### src/rtl/gpio_irq_pkg.sv
package gpio_irq_pkg;
  localparam int REG_SEL_W = 3;
  localparam int FUNC_W    = 3;
  localparam int PULL_W    = 2;
  localparam int DRV_W     = 3;
  localparam int DEST_W    = 3;
  localparam logic [DEST_W-1:0] DEST_APPS = 3'd4;

  typedef enum logic [REG_SEL_W-1:0] {
    REG_CTL   = 3'd0,
    REG_IO    = 3'd1,
    REG_ICFG  = 3'd2,
    REG_ISTAT = 3'd3,
    REG_ITGT  = 3'd4
  } reg_sel_e;

  typedef struct packed {
    logic              oe;
    logic [DRV_W-1:0]  drv;
    logic [PULL_W-1:0] pull;
    logic [FUNC_W-1:0] func;
  } ctl_t;

  typedef struct packed {
    logic       raw;
    logic [1:0] det;
    logic       pol;
    logic       en;
  } icfg_t;
endpackage

### src/rtl/gpio_sync2.sv
module gpio_sync2 #(
  parameter int W = 1
) (
  input  logic         clk,
  input  logic         rst_n,
  input  logic [W-1:0] d,
  output logic [W-1:0] q
);
  logic [W-1:0] meta_q, sync_q;

  always_ff @(posedge clk or negedge rst_n) begin
    if (!rst_n) begin
      meta_q <= '0;
      sync_q <= '0;
    end else begin
      meta_q <= d;
      sync_q <= meta_q;
    end
  end

  assign q = sync_q;
endmodule

### src/rtl/gpio_irq_detect.sv
module gpio_irq_detect #(
  parameter int DET_WIDTH = 2
) (
  input  logic       clk,
  input  logic       rst_n,
  input  logic       in_s,
  input  logic [1:0] det,
  input  logic       pol,
  input  logic       raw_en,
  output logic       hit
);
  logic prev_q;
  logic rise, fall, lvl, cond;

  always_ff @(posedge clk or negedge rst_n) begin
    if (!rst_n) prev_q <= 1'b0;
    else        prev_q <= in_s;
  end

  assign rise = in_s & ~prev_q;
  assign fall = ~in_s & prev_q;
  assign lvl  = pol ? in_s : ~in_s;

  generate
    if (DET_WIDTH == 1) begin : g_w1
      always_comb begin
        if (det[0]) cond = pol ? rise : fall;
        else        cond = lvl;
      end
    end else begin : g_w2
      always_comb begin
        case (det)
          2'd1:    cond = rise;
          2'd2:    cond = fall;
          2'd3:    cond = rise | fall;
          default: cond = lvl;
        endcase
      end
    end
  endgenerate

  assign hit = raw_en & cond;
endmodule

### src/rtl/gpio_pin_cell.sv
module gpio_pin_cell
  import gpio_irq_pkg::*;
#(
  parameter int   DET_WIDTH   = 2,
  parameter logic ACK_CLR_VAL = 1'b1
) (
  input  logic                 clk,
  input  logic                 rst_n,
  input  logic                 wr_en,
  input  logic [REG_SEL_W-1:0] reg_sel,
  input  logic [31:0]          wdata,
  input  logic                 pad_in_s,
  input  logic                 alt_out,
  input  logic                 alt_oe,
  output logic [31:0]          rdata,
  output logic                 pad_out,
  output logic                 pad_oe,
  output logic [PULL_W-1:0]    pad_pull,
  output logic [DRV_W-1:0]     pad_drive,
  output logic                 irq_req
);
  localparam logic [4:0] ICFG_MASK = (DET_WIDTH == 1) ? 5'b1_0111 : 5'b1_1111;

  ctl_t              ctl_q, ctl_d;
  icfg_t             icfg_q, icfg_d;
  logic              out_q, out_d;
  logic              stat_q, stat_d;
  logic [DEST_W-1:0] tgt_q, tgt_d;
  logic              wr_ctl, wr_io, wr_icfg, wr_stat, wr_tgt;
  logic              ack_clr, hit;

  assign wr_ctl  = wr_en && (reg_sel == REG_CTL);
  assign wr_io   = wr_en && (reg_sel == REG_IO);
  assign wr_icfg = wr_en && (reg_sel == REG_ICFG);
  assign wr_stat = wr_en && (reg_sel == REG_ISTAT);
  assign wr_tgt  = wr_en && (reg_sel == REG_ITGT);
  assign ack_clr = wr_stat && (wdata[0] == ACK_CLR_VAL);

  gpio_irq_detect #(.DET_WIDTH(DET_WIDTH)) u_det (
    .clk    (clk),
    .rst_n  (rst_n),
    .in_s   (pad_in_s),
    .det    (icfg_q.det),
    .pol    (icfg_q.pol),
    .raw_en (icfg_q.raw),
    .hit    (hit)
  );

  always_comb begin
    ctl_d  = ctl_t'(wdata[$bits(ctl_t)-1:0]);
    out_d  = wdata[0];
    icfg_d = icfg_t'(wdata[4:0] & ICFG_MASK);
    tgt_d  = wdata[DEST_W-1:0];
    stat_d = hit | (stat_q & ~ack_clr);
  end

  always_ff @(posedge clk or negedge rst_n) begin
    if (!rst_n) begin
      ctl_q  <= '0;
      out_q  <= 1'b0;
      icfg_q <= '0;
      tgt_q  <= '0;
      stat_q <= 1'b0;
    end else begin
      if (wr_ctl)  ctl_q  <= ctl_d;
      if (wr_io)   out_q  <= out_d;
      if (wr_icfg) icfg_q <= icfg_d;
      if (wr_tgt)  tgt_q  <= tgt_d;
      stat_q <= stat_d;
    end
  end

  always_comb begin
    case (reg_sel)
      REG_CTL:   rdata = 32'(ctl_q);
      REG_IO:    rdata = {30'b0, pad_in_s, out_q};
      REG_ICFG:  rdata = 32'(icfg_q);
      REG_ISTAT: rdata = {31'b0, stat_q};
      REG_ITGT:  rdata = 32'(tgt_q);
      default:   rdata = '0;
    endcase
  end

  assign pad_out   = (ctl_q.func == '0) ? out_q : alt_out;
  assign pad_oe    = (ctl_q.func == '0) ? ctl_q.oe : alt_oe;
  assign pad_pull  = ctl_q.pull;
  assign pad_drive = ctl_q.drv;
  assign irq_req   = stat_q & icfg_q.en & (tgt_q == DEST_APPS);

  // a set status survives every cycle without a clearing acknowledge
  assert_sticky_R8: assert property (@(posedge clk) disable iff (!rst_n)
    (stat_q && !ack_clr) |=> stat_q);

  // a status write with the non-clearing value leaves status set
  assert_wrong_ack_R9: assert property (@(posedge clk) disable iff (!rst_n)
    (stat_q && wr_stat && (wdata[0] != ACK_CLR_VAL)) |=> stat_q);

  // with raw enable clear, a clear status stays clear
  assert_raw_gate_R7: assert property (@(posedge clk) disable iff (!rst_n)
    (!icfg_q.raw && !stat_q) |=> !stat_q);

  // a rising synchronized input in rising-edge mode sets status
  assert_rise_sets_R5: assert property (@(posedge clk) disable iff (!rst_n)
    (icfg_q.raw && icfg_q.det == 2'd1 && icfg_q.pol && pad_in_s && !$past(pad_in_s))
    |=> stat_q);

  // an active high level in level mode sets status
  assert_level_high_R5: assert property (@(posedge clk) disable iff (!rst_n)
    (icfg_q.raw && icfg_q.det == 2'd0 && icfg_q.pol && pad_in_s) |=> stat_q);
endmodule

### src/rtl/gpio_irq_ctrl.sv
module gpio_irq_ctrl
  import gpio_irq_pkg::*;
#(
  parameter int NUM_PINS      = 4,
  parameter int DET_WIDTH     = 2,
  parameter int ACK_CLEAR_ONE = 1,
  localparam int PIN_W  = (NUM_PINS > 1) ? $clog2(NUM_PINS) : 1,
  localparam int ADDR_W = PIN_W + REG_SEL_W
) (
  input  logic                       clk,
  input  logic                       rst_n,
  input  logic                       bus_we,
  input  logic [ADDR_W-1:0]          bus_addr,
  input  logic [31:0]                bus_wdata,
  output logic [31:0]                bus_rdata,
  input  logic [NUM_PINS-1:0]        pad_in,
  input  logic [NUM_PINS-1:0]        alt_out,
  input  logic [NUM_PINS-1:0]        alt_oe,
  output logic [NUM_PINS-1:0]        pad_out,
  output logic [NUM_PINS-1:0]        pad_oe,
  output logic [PULL_W*NUM_PINS-1:0] pad_pull,
  output logic [DRV_W*NUM_PINS-1:0]  pad_drive,
  output logic                       irq_apps
);
  localparam logic ACK_CLR_VAL = (ACK_CLEAR_ONE != 0);

  logic [1:0]           rst_sync_q;
  logic                 rst_int_n;
  logic [NUM_PINS-1:0]  pad_in_s;
  logic [NUM_PINS-1:0]  irq_req;
  logic [31:0]          cell_rdata [NUM_PINS];
  logic [PIN_W-1:0]     pin_idx;
  logic [REG_SEL_W-1:0] reg_sel;

  always_ff @(posedge clk or negedge rst_n) begin
    if (!rst_n) rst_sync_q <= 2'b00;
    else        rst_sync_q <= {rst_sync_q[0], 1'b1};
  end
  assign rst_int_n = rst_sync_q[1];

  assign pin_idx = bus_addr[ADDR_W-1:REG_SEL_W];
  assign reg_sel = bus_addr[REG_SEL_W-1:0];

  gpio_sync2 #(.W(NUM_PINS)) u_sync (
    .clk   (clk),
    .rst_n (rst_int_n),
    .d     (pad_in),
    .q     (pad_in_s)
  );

  generate
    for (genvar i = 0; i < NUM_PINS; i++) begin : g_pin
      gpio_pin_cell #(.DET_WIDTH(DET_WIDTH), .ACK_CLR_VAL(ACK_CLR_VAL)) u_cell (
        .clk       (clk),
        .rst_n     (rst_int_n),
        .wr_en     (bus_we && (pin_idx == PIN_W'(i))),
        .reg_sel   (reg_sel),
        .wdata     (bus_wdata),
        .pad_in_s  (pad_in_s[i]),
        .alt_out   (alt_out[i]),
        .alt_oe    (alt_oe[i]),
        .rdata     (cell_rdata[i]),
        .pad_out   (pad_out[i]),
        .pad_oe    (pad_oe[i]),
        .pad_pull  (pad_pull[i*PULL_W +: PULL_W]),
        .pad_drive (pad_drive[i*DRV_W +: DRV_W]),
        .irq_req   (irq_req[i])
      );
    end
  endgenerate

  always_comb begin
    bus_rdata = '0;
    for (int i = 0; i < NUM_PINS; i++) begin
      if (pin_idx == PIN_W'(i)) bus_rdata = cell_rdata[i];
    end
  end

  assign irq_apps = |irq_req;

  // without any register write the summary interrupt cannot drop
  assert_irq_hold_R10: assert property (@(posedge clk) disable iff (!rst_int_n)
    (irq_apps && !bus_we) |=> irq_apps);

  // summary interrupt is low while the internal reset is held
  always_comb begin
    if (!rst_int_n) assert_irq_reset_R1: assert (irq_apps == 1'b0);
  end
endmodule

### config.mk
export PLATFORM = sky130hd
export DESIGN_NAME = gpio_irq_ctrl
export DESIGN_NICKNAME = d
export VERILOG_FILES = /design/src/rtl/gpio_irq_pkg.sv /design/src/rtl/gpio_sync2.sv /design/src/rtl/gpio_irq_detect.sv /design/src/rtl/gpio_pin_cell.sv /design/src/rtl/gpio_irq_ctrl.sv
export SDC_FILE = /design/constraint.sdc
export NUM_CORES = 1
export LEC_CHECK = 0
export BUFFER_PORTS_ARGS = -buffer_cell sky130_fd_sc_hd__buf_4
export CAP_MARGIN = 20
export CORE_MARGIN = 2
export CORE_UTILIZATION = 59
export DETAILED_ROUTE_END_ITERATION = 6
export PLACE_DENSITY = 0.94
export SYNTH_ARGS = -nofsm -noshare
export SYNTH_HDL_FRONTEND = slang
export SYNTH_SLANG_ARGS = --single-unit
### constraint.sdc
create_clock -name clk -period 5.4 [get_ports clk]
set_input_delay 0.27 -clock clk [delete_from_list [all_inputs] [get_ports clk]]
set_output_delay 0.27 -clock clk [all_outputs]
set_load 0.03 [all_outputs]
==> results of run 1 <==
## critical path, cell delays in order
cell	delay (ns)
buf_4	0.31
nor2b_1	0.38
a2bb2oi_1	0.12
o311ai_0	0.44
a32o_1	0.27
buf_4	0.17
## placed cells by master, fill, tap and decap left out, types with 9 or more instances in the layout
| cell type | netlist | final |
|---|---|---|
| clkbuf_8 | 0 | 11 |
| mux2i_1 | 15 | 15 |
| mux2_2 | 62 | 62 |
| inv_1 | 16 | 16 |
| mux2_4 | 18 | 18 |
| dfrtp_1 | 90 | 89 |
| buf_4 | 56 | 66 |
| conb_1 | 2 | 24 |
| nor3_1 | 9 | 9 |
| nand2_1 | 21 | 21 |
## per-layer routing
| metal | wire [um] | global-route usage (%) |
|---|---|---|
| met5 | 0 | 0 |
| met4 | 229 | 8.667 |
| met3 | 570 | 4.046 |
| met2 | 5529 | 39.58 |
| met1 | 4800 | 33.17 |
## stage by stage
step | std cells | hold slack (ns) | util (%)
finish | 563 | 0.1516 | 67.53
global route | 563 | 0.1493 | 67.53
CTS | 561 | 0.002468 | 67.07
detailed placement | 541 | 0.05323 | 63.95
global placement | 541 | 0.05222 | 63.95
floorplan | 438 | -0.02559 | -
## power by group through the flow
stage / Sequential [uW] / Combinational [uW] / Clock (uW)
2_1_floorplan: 875 / 471 / 0
3_3_place_gp: 910 / 518 / 0
3_5_place_dp: 921 / 532 / 0
4_1_cts: 909 / 537 / 506
5_1_grt: 917 / 583 / 531
6_report: 901 / 547 / 498
## cells in the mapped netlist, types with 2 or more instances
cell and count:
a21oi_1 4, a221oi_1 3, a22oi_1 4, a2bb2oi_1 3, and2_1 6, buf_2 3, buf_4 56, buf_6 3
clkbuf_1 5, conb_1 2, dfrtp_1 90, ha_1 8, inv_1 16, mux2_1 3, mux2_2 62, mux2_4 18
mux2i_1 15, mux4_2 8, nand2_1 21, nand2_2 2, nand2b_1 2, nand3_1 3, nand3b_1 3, nand4_1 5
nor2_1 8, nor2_2 4, nor2_8 3, nor2b_1 4, nor3_1 9, o211ai_1 2, o21ai_0 7, o22a_1 2
o22ai_1 2, o2bb2ai_1 3, o31ai_1 2, or3_1 3, xnor2_1 4
## worst max-delay path by stage
| stage | from | end | slack, ns | depth (start not counted) |
|---|---|---|---|---|
| final | bus_addr[2] | bus_rdata[0] | 3.16 | 6 |
| after global routing | bus_addr[2] | bus_rdata[1] | 3.11 | 6 |
| after CTS | bus_addr[2] | bus_rdata[1] | 3.21 | 6 |
| after detailed placement | bus_addr[1] | bus_rdata[1] | 3.22 | 6 |
| after global placement | bus_addr[2] | bus_rdata[1] | 3.21 | 6 |
| after floorplan | rst_sync_q[1] | g_pin[0].u_cell.ctl_q[0] | 2.71 | 0 |
## registers in the layout (all words and copies together), names as in the netlist
signal,count
g_pin.u_cell.out_q,4
g_pin.u_cell.pad_pull,8
g_pin.u_cell.icfg_q,20
g_pin.u_cell.pad_drive,12
g_pin.u_cell.ctl_q,16
g_pin.u_cell.u_det.prev_q,4
u_sync.q,4
g_pin.u_cell.tgt_q,12
u_sync.meta_q,4
g_pin.u_cell.stat_q,4
rst_sync_q,2
## cell type report
| cell class | instances | area (sq um) | share of cell area [%] |
|---|---|---|---|
| tap | 105 | 131.4 | 2.344 |
| clock buffer | 11 | 151.4 | 2.701 |
| timing repair buffer | 72 | 573.1 | 10.23 |
| multi-input combinational | 264 | 2365 | 42.20 |
| sequential | 90 | 2256 | 40.25 |
| clock inverter | 5 | 67.56 | 1.206 |
| inverter | 16 | 60.06 | 1.072 |
## cell families (layout without fill, tap and decap cells)
kind of cell / after synthesis / after routing
adders and majority gates: 8 / 8
and+or+nand+nor: 79 / 79
other: 2 / 24
DFF: 90 / 90
xor gates and xnor gates: 4 / 4
AOI/OAI and AO/OA: 43 / 43
muxes: 106 / 106
buffers and inverters: 84 / 104
==> out/results.ini, run 1 <==
[floorplan]
dieArea_sq_um=9379
initial_core_util_pct=61.28
ios=113
dieWidth_um=96.85
core-area_sq_um=8299
rows=33
die_height_um=96.85

[sta]
period_minus_slack_ns=2.241
fmax_ghz=0.4462
fin_skew_ns=0.01126
drv_slew=0
fin_crit_sh_pct=41.50
worst_pin_slew_ns=0.5001
setup_violations=0
layout_setup_ws_ns=3.159
rsz0062_at_grt=no
tns_ns=0
relSlewSlack_pct=66.66
final-hold-violation-count=0

[power]
seq_power_share_pct=46.3
p_per_area_nw_per_um2=347.3
switching_power_uw=643.7
total_power_uw=1947
cellLeakagePower_uw=0.002661
irDropWorstVdd_uv=179.6
p_clk_share_pct=25.6
p_comb_share_pct=28.1
switching_share_pct=33.07
intPower_uw=1303

[synth]
avgSynthCellArea_sq_um=12.23
ys.flop_type=dfrtp_1
ys_ff_latch=90
muxShareOfSynthArea_pct=26.20
yosysTopAreaCell=dfrtp_1
synth-simple-area-share_pct=9.397
async_flop_share_pct=100.0
synth_area_leaders=dfrtp_1 (44%), mux2_2 (14%), buf_4 (8.3%)
synth_top_family_by_area=multiplexers
syn_area_sq_um=5086
synth_compound_area_share_pct=6.470
synth-xor-area-share_pct=0.6888
yosysTopAreaCellShare_pct=44.28
ys_seq_area_share_pct=44.28
synth_adder_area_share_pct=1.968
synth_edf_count=0
yosys_warnings=0
synth_cell_types=55
synthCells=416

[clock_network]
clockBufferDepth=2
cts.repair.resized=0
cts_buffers=9
cts_tree=built
cts_setup_buffers=0
clk_latency_ns=0.36
clock-sinks=90
cts_hold_buf=4
root_buffer=clkbuf_8
htreeDepth=3
clk_transition_reported_paths_ns=0.10

[worst_hold_path]
worstHoldPathType=in2reg
min_delay_worst_endpoint=g_pin[2].u_cell.pad_drive[1]
whs_path_depth=2
hp-start=bus_wdata[6]

[worst_setup_path]
cp.arrival_ns=1.97
critPathKind=in2out
r2r_start=u_sync.q[2]
r2r-end=g_pin[2].u_cell.stat_q
rrSetupSlack_ns=3.87
crit_fanout=30
endpoint_kind=primary output
reg2reg_depth=5
worst_setup_path_start_kind=input pin
cp.required_ns=5.13

[finish]
drive_gt1_share_pct=40.17
area_growth_pct=10.18
design_area_sq_um=5604
fill_cells=604
insertedDiodeCount=0
nNetsFinal=513

[placed_design]
post-place-ws_ns=3.215
dp_hpwl_um=7726
placed_area_sq_um=5308
port_buffers=66
gp_congestion=0.9137

[global_routing]
grt_util_all_layers_pct=24.33
grt_pass1_wl_um=18000
grt_max_degree=89
grt_overflow=0
grt_pass1_vias=3437
grt_antenna_before_repair=0

[drt]
viasPerCell=5.961
wl_per_cell_um=19.77
drt_pass1_iterations=5
ant_nets=0
via_count=3356
drc=0
drt_iter0_drc=252
drt-total-wl_um=11130

[run]
drv_cap=0

[outcome]
status=finished, final reports clean

Note: power is estimated with default switching activity, not from simulation.
==> inputs of run 2 (changes only) <==
--- a/config.mk
+++ b/config.mk
@@ -8,9 +8,9 @@
 export BUFFER_PORTS_ARGS = -buffer_cell sky130_fd_sc_hd__buf_4
 export CAP_MARGIN = 20
 export CORE_MARGIN = 2
-export CORE_UTILIZATION = 59
+export CORE_UTILIZATION = 49
 export DETAILED_ROUTE_END_ITERATION = 6
-export PLACE_DENSITY = 0.94
+export PLACE_DENSITY = 0.84
 export SYNTH_ARGS = -nofsm -noshare
 export SYNTH_HDL_FRONTEND = slang
 export SYNTH_SLANG_ARGS = --single-unit
==> constraint.sdc (replaced) <==
create_clock -name clk -period 2 [get_ports clk]
set_input_delay 0.1 -clock clk [delete_from_list [all_inputs] [get_ports clk]]
set_output_delay 0.1 -clock clk [all_outputs]
set_load 0.03 [all_outputs]
==> out/results.ini, run 2 (synthesis gave the netlist of run 1 again) <==
[outcome]
status=finished with violations  ; was finished, final reports clean
violations=setup timing

[sta]
relSlewSlack_pct=63.67  ; was 66.66%
final-hold-violation-count=0  ; unchanged
fin_skew_ns=0.007080  ; was 0.01126 ns
rsz0062_at_grt=yes  ; was no
worst_pin_slew_ns=0.5408  ; was 0.5001 ns
fin_crit_sh_pct=100.4
fmax_ghz=0.4982
setup_violations=1  ; was 0
drv_slew=0  ; unchanged
layout_setup_ws_ns=-0.007333  ; was 3.159 ns
period_minus_slack_ns=2.007

[power]
total_power_uw=5122  ; was 1947 uW
irDropWorstVdd_uv=461.5  ; was 179.6 uV
p_per_area_nw_per_um2=891.6  ; was 347.3 nW/um^2
cellLeakagePower_uw=0.002708  ; was 0.002661 uW

[worst_setup_path]
critPathKind=reg2out  ; was in2out
cpMaxStageDelayCell=or4bb_1  ; was o311ai_0
cp.arrival_ns=1.91  ; was 1.97 ns
crit_start=g_pin[0].u_cell.icfg_q[1]  ; was bus_addr[2]
cp.required_ns=1.90  ; was 5.13 ns
worst_setup_path_start_kind=flip-flop  ; was input pin
crit_fanout=2  ; was 30
critical_path_buf_inv_count=1  ; was 2
r2r-end=g_pin[1].u_cell.stat_q  ; was g_pin[2].u_cell.stat_q
critPathMaxStageDelay_ns=0.43  ; was 0.44 ns
critical_path.top_delay_family=compound AO/OA/AOI/OAI gates  ; unchanged
rrSetupSlack_ns=0.52  ; was 3.87 ns
endpoint_kind=primary output  ; unchanged
r2r_start=u_sync.q[1]  ; was u_sync.q[2]
reg2reg_depth=5  ; unchanged
cp_num_cells=5  ; was 6
path_cells=or4bb_1 > o211ai_1 > o22ai_2 > o32ai_2 > buf_4  ; was buf_4 > nor2b_1 > a2bb2oi_1 > o311ai_0 > a32o_1 > buf_4

[placed_design]
port_buffers=66  ; unchanged
gp_congestion=0.9004  ; was 0.9137
placed_area_sq_um=5441  ; was 5308 sq um
dp.cells=583  ; was 541
dp_hpwl_um=8147  ; was 7726 um

[drt]
via_count=3431  ; was 3,356
drc=0  ; unchanged
wl_per_cell_um=18.98  ; was 19.77 um
drt_iter0_drc=334  ; was 252
drt_pass1_iterations=4  ; was 5
drt-total-wl_um=11560  ; was 11,130 um
ant_nets=0  ; unchanged
viasPerCell=5.634  ; was 5.961

[clock_network]
clockBufferDepth=2  ; unchanged
cts_buffers=9  ; unchanged
cts_tree=built  ; unchanged
root_buffer=clkbuf_8  ; unchanged
clk_transition_reported_paths_ns=0.09  ; was 0.10 ns
clk_latency_ns=0.38  ; was 0.36 ns
htreeDepth=3  ; unchanged
clock-sinks=90  ; unchanged

[global_routing]
grt_overflow=0  ; unchanged
grt_pass1_wl_um=18580  ; was 18,000 um
grt_util_all_layers_pct=21.88  ; was 24.33%
grt_antenna_before_repair=0  ; unchanged
grt_max_degree=42  ; was 89
grt_pass1_vias=3505  ; was 3,437

[finish]
design_area_sq_um=5744  ; was 5604 sq um
area_growth_pct=12.94  ; was 10.18%
insertedDiodeCount=0  ; unchanged
utilization_pct=56.40  ; was 67.53%
top_register=g_pin.u_cell.icfg_q  ; unchanged
largest_reg_flops=20  ; unchanged
drive_gt1_share_pct=41.86  ; was 40.17%
final_common_cell=dfrtp_1  ; unchanged
layout.cells.non_filler=609  ; was 563
nNetsFinal=528  ; was 513
final_cell_mix=dfrtp_1 (89), buf_4 (77), mux2_2 (62)  ; was dfrtp_1 (89), buf_4 (66), mux2_2 (62)
reg_top3=g_pin.u_cell.icfg_q (20), g_pin.u_cell.ctl_q (16)  ; unchanged

[floorplan]
core-area_sq_um=10180  ; was 8299 sq um
ios=113  ; unchanged
die_height_um=105.9  ; was 96.85 um
dieArea_sq_um=11210  ; was 9379 sq um
initial_core_util_pct=49.94  ; was 61.28%
dieWidth_um=105.9  ; was 96.85 um
rows=37  ; was 33

[worst_hold_path]
worstHoldPathType=in2async  ; was in2reg

[run]
drv_cap=0  ; unchanged

==> run 2: timing repair <==
action                                  in CTS  in global routing
endpoints found under the hold margin       22                  0
setup buffers                                1                  0
resized for setup                            3                  1
hold buffers                                 9                  0
endpoints found under the setup margin       2                  2
pin swaps                                    2                  1
==> run 2: where the power goes <==
part / internal (uW) / switching [uW]
sequential: 2130 / 297
combinational: 743 / 769
clock: 474 / 708
total: 3350 / 1770
==> run 2: final cells by class <==
| type | count | area [sq um] |
|---|---|---|
| clock buffers | 9 | 123.9 |
| clock inverters | 7 | 62.56 |
| fillers | 850 | 4441 |
| inverters | 16 | 60.06 |
| multi-input cells | 264 | 2384 |
| flip-flops and latches | 90 | 2256 |
| well taps | 136 | 170.2 |
| repair buffers | 87 | 688.2 |
==> run 2: metal layers <==
| metal | routed length (um) | global-route usage [%] | vias to the layer above | share of wire, % |
|---|---|---|---|---|
| met2 | 5709 | 34.70 | 160 | 49 |
| met5 | 0 | 0 | - | 0 |
| met4 | 262 | 9.680 | 0 | 2.3 |
| li1 | - | - | 1512 | - |
| met1 | 4787 | 28.74 | 1733 | 41 |
| met3 | 797 | 5.009 | 26 | 6.9 |
==> run 2: worst max-delay path by stage <==
stage	to	slack (ns)
finish	bus_rdata[1]	-0.007
global route	bus_rdata[1]	-0.09
CTS	bus_rdata[1]	-0.08
detailed placement	bus_rdata[0]	0.17
global placement	bus_rdata[0]	0.20
floorplan	bus_rdata[2]	0.22
==> run 2: stage by stage <==
stage	TNS [ns]	hold slack (ns)	setup WS, ns
4_1_cts	-0.08204	0.01174	-0.08204
5_1_grt	-0.08577	0.03271	-0.08577
3_3_place_gp	0	-0.1176	0.2011
2_1_floorplan	0	-0.1956	0.2166
6_report	-0.007333	0.03305	-0.007333
3_5_place_dp	0	-0.1171	0.1740
